===== src/rtl/pulse_swallow_div.sv =====
module pulse_swallow_div #(
  parameter int M_W   = 5,
  parameter int M_MIN = 4
) (
  input  logic           clk,
  input  logic           rst_n,
  input  logic           in_pulse,
  input  logic [M_W-1:0] m_sel,
  output logic           out_pulse,
  output logic           swallow_flag
);

  localparam logic [M_W-1:0] MIN_V = M_W'(M_MIN);

  logic [M_W-1:0] cnt;
  logic [M_W-1:0] m_act;
  logic [M_W-1:0] m_req;
  logic [M_W-1:0] m_eff;
  logic           at_start;
  logic           at_end;

  assign m_req    = (m_sel < MIN_V) ? MIN_V : m_sel;
  assign at_start = (cnt == '0);
  assign m_eff    = at_start ? m_req : m_act;
  assign at_end   = (cnt == m_eff);

  always_ff @(posedge clk or negedge rst_n) begin
    if (!rst_n) begin
      cnt          <= '0;
      m_act        <= MIN_V;
      out_pulse    <= 1'b0;
      swallow_flag <= 1'b0;
    end else begin
      out_pulse    <= in_pulse & ~at_end;
      swallow_flag <= in_pulse & at_end;
      if (at_start) m_act <= m_req;
      if (in_pulse) cnt <= at_end ? '0 : cnt + 1'b1;
    end
  end

endmodule


===== config.mk =====
export PLATFORM = sky130hd
export DESIGN_NAME = pulse_swallow_div
export DESIGN_NICKNAME = d
export VERILOG_FILES = /design/src/rtl/pulse_swallow_div.sv
export SDC_FILE = /design/constraint.sdc
export NUM_CORES = 1
export LEC_CHECK = 0
export ABC_CLOCK_PERIOD_IN_PS = 2800
export BUFFER_PORTS_ARGS = -buffer_cell sky130_fd_sc_hd__buf_2
export CORE_AREA = 3 3 51 53
export DETAILED_ROUTE_END_ITERATION = 6
export DIE_AREA = 0 0 54 56
export HOLD_SLACK_MARGIN = 0.12
export PLACE_DENSITY = 0.61
export SLEW_MARGIN = 5
export SYNTH_ARGS = -nofsm -noshare
export SYNTH_HDL_FRONTEND = slang
export SYNTH_SLANG_ARGS = --single-unit

===== constraint.sdc =====
create_clock -name clk -period 2.8 [get_ports clk]
set_clock_uncertainty 0.05 [all_clocks]
set_input_delay 0.42 -clock clk [delete_from_list [all_inputs] [get_ports clk]]
set_output_delay 0.42 -clock clk [all_outputs]
set_load 0.005 [all_outputs]

==> out/results.txt <==
Status -> finished clean
Clk sinks -> 12
Synth Area in Adders -> 3.373%
Worst slew pin tran -> 1.063 ns
Nets -> 98
Ant. Diodes -> 0
RSZ-0062 raised after global routing -> no
Final worst path period need -> 2.408 ns
Final Cell Area -> 845.8 µm²
Initial DRC Count -> 18
Launch point of the worst reg-to-reg path -> cnt[0]$_DFFE_PN0P_
Worst setup EP type -> flop
Remaining global-route overflow -> 0
WP data arrival -> 2.50 ns
Pins over their slew limit -> 0
Netlist Area Pre-Place -> 742.0 µm²
Largest family of logic cells by synthesized area -> simple AND/OR/NAND/NOR gates
Via count -> 583
Post-synthesis xor/xnor area fraction -> 1.180%
Commonest cells after routing, fill and taps aside -> dfrtp_1, inv_1, buf_2
Row cnt -> 17
Post-CTS setup buffers -> 0
Area of the core -> 2191 µm²
Most common cell after layout, fill and taps aside -> dfrtp_1
Routed len/inst -> 13.35 µm
R2r worst-path depth -> 8
Fill count -> 239
Register area share after synthesis -> 40.64%
Worst vdd ir -> 391.7 µV
Worst setup path end -> cnt[3]$_DFFE_PN0P_
Critical path class -> flop to flop
Capturing point of the worst reg2reg path -> cnt[3]$_DFFE_PN0P_
IO Pins -> 10
First-pass GRT wire length -> 2753 µm
Drt via density -> 5.070
WHS -> 0.3926 ns
Root buf cell -> clkbuf_4
DRT Pass-1 Iters -> 4
Max-slew headroom -> 28.23%
# port buffers -> 9
Detailed Route WL -> 1535 µm
Reg clk slew, reported paths -> 0.08 ns
Worst-case clock buffer depth -> 2
Synth cell types -> 35
Crit. Startpoint -> cnt[0]$_DFFE_PN0P_
Multi-input gate area -> 386.6 µm²
Initial core utilization -> 33.87%
Mux share of post-synthesis cell area -> 3.541%
FF/Latch Area -> 301.5 µm²
Initial antenna violation count -> 0
Worst Setup Start Kind -> flop
Critical path's slowest cell -> dfrtp_1
Post-Syn Instances -> 74
Ys flop type -> dfrtp_1
Total GRT Usage -> 12.41%
FMAX -> 415.3 MHz
Area growth, synth to finish -> 14.00%
Pre-CTS WS -> 0.4120 ns
CTS buffer count -> 3
Non-filler cells, final -> 115
Post-synthesis compound-gate area fraction -> 21.92%
Share of cells above drive strength 1 -> 24.14%
CTS tree -> built
Syn_nets -> 84
Average size of a mapped cell -> 10.03 µm²
DIE HEIGHT -> 56 µm
Placed Cells -> 110
Yosys warning count -> 0
Period utilization -> 86.00%
Worst hold path class -> input pin to flop
H-Tree Level Count -> 1
CP Cell Sequence -> inv_1 -> ha_1 -> nor4b_4 -> buf_4 -> a2111oi_0 -> a31oi_1 -> nor4_4 -> o22ai_1
R2r setup slk -> 0.39 ns
Simple-Gate Fraction of Synth Area -> 22.09%
Final Hold Fails -> 0
Setup TNS -> 0 ns
Largest delay share family, worst path -> compound AO/OA/AOI/OAI gates
CP Buf/Inv Count -> 2
WP data required -> 2.89 ns
Static Leak -> 0.3686 nW
Horiz. Die Dim -> 54 µm
Pwr per Cell Area -> 933.4 nW/µm²
Vias in the first global route -> 613
Cell Area, Placed -> 809.5 µm²
Die area -> 3024 µm²
Routability cong. -> 0.8257
Slowest cell delay on critical path -> 0.47 ns
Drt drc -> 0
EDFF count, synth -> 0
Largest net degree at the start of global routing -> 14
Final ANT Viol Nets -> 0
Crit. path cell count -> 8
Final setup viols -> 0
Setup WS post-layout -> 0.3919 ns
Post-DP HPWL -> 1101 µm
Crit path max fanout -> 9
Ys async rst share -> 100.0%
Max-cap violations -> 0
Yosys reg bits -> 12
Clk_lat worst skew -> 0.27 ns
==> area by class of cell <==
class                           instances  share of cell area (%)
Inverter                                9                   3.994
Tap cell                               28                   4.142
Clock buffer                            4                   3.107
Sequential cell                        12                   35.65
Multi-Input combinational cell         51                   45.71
Timing Repair Buffer                   11                   7.396
==> metrics by stage <==
step / power, W / utilization, %
floorplan: 0.0006012 / -
global placement: 0.0006719 / 36.95
detailed placement: 0.0006733 / 36.95
CTS: 0.0007943 / 38.61
global route: 0.0008690 / 38.61
finish: 0.0007895 / 38.61
==> synth_stat cells, drive strengths merged, types with 2 or more instances <==
cell,instances,area share [%]
a21oi,3,2.0
and2b,2,2.2
nor3b,2,2.0
o311ai,4,4.7
dfrtp,11,37
and2,2,1.7
mux2,2,3.5
inv,9,4.6
nor2b,3,2.5
nand3,2,1.3
o22ai,2,1.7
ha,2,3.4
nand2,5,2.5
o21ai,7,4.7
==> what timing repair did <==
action / CTS / global route
hold buffers: 1 / 0
gates resized for setup: 0 / 0
hold endpoints to repair: 11 / 0
==> how the worst min path moves through the flow <==
stage	startpoint	end	cells after the start
after CTS	m_sel[4]	m_act[4]$_DFF_PN0_	3
after floorplan	rst_n	cnt[0]$_DFFE_PN0P_	0
after global placement	rst_n	m_act[1]$_DFF_PN0_	1
final	m_sel[4]	m_act[4]$_DFF_PN0_	3
after detailed placement	rst_n	cnt[1]$_DFFE_PN0P_	1
after global routing	m_sel[4]	m_act[4]$_DFF_PN0_	3
==> registers in the layout, indices dropped and copies added, names as in the netlist <==
| name | flops |
|---|---|
| cnt | 5 |
| m_act | 5 |
| out_pulse | 1 |
| swallow_flag | 1 |
==> cells by family after synthesis <==
group / after synthesis
muxes: 2
DFF: 12
AOI/OAI and AO/OA: 24
xor gates and xnor gates: 1
buffers and inverters: 11
adders and majority gates: 2
and+or+nand+nor: 22
==> worst reg2reg max path, stage by stage (launching register included) <==
cell and delay, ns:
dfrtp_1 0.47, inv_1 0.10, ha_1 0.22, nor4b_4 0.14
buf_4 0.18, a2111oi_0 0.37, a31oi_1 0.18, nor4_4 0.42
o22ai_1 0.14
==> routing by layer <==
layer  global-route usage (%)  vias to the layer above  routed length [µm]
li1                         -                      296                   -
met1                    15.54                      271                 724
met2                    19.03                       14                 715
met3                    4.021                        2                  74
met4                    5.338                        0                  21
met5                        0                        -                   0
==> where the power goes <==
part	leakage, nW	internal, W	total [W]	switching, W
sequential	0.140	0.000249	0.000331	0.0000819
combinational	0.213	0.000158	0.000345	0.000187
clock	0.0150	0.0000552	0.000113	0.0000577
No activity file was read; power rests on OpenSTA's default activity.
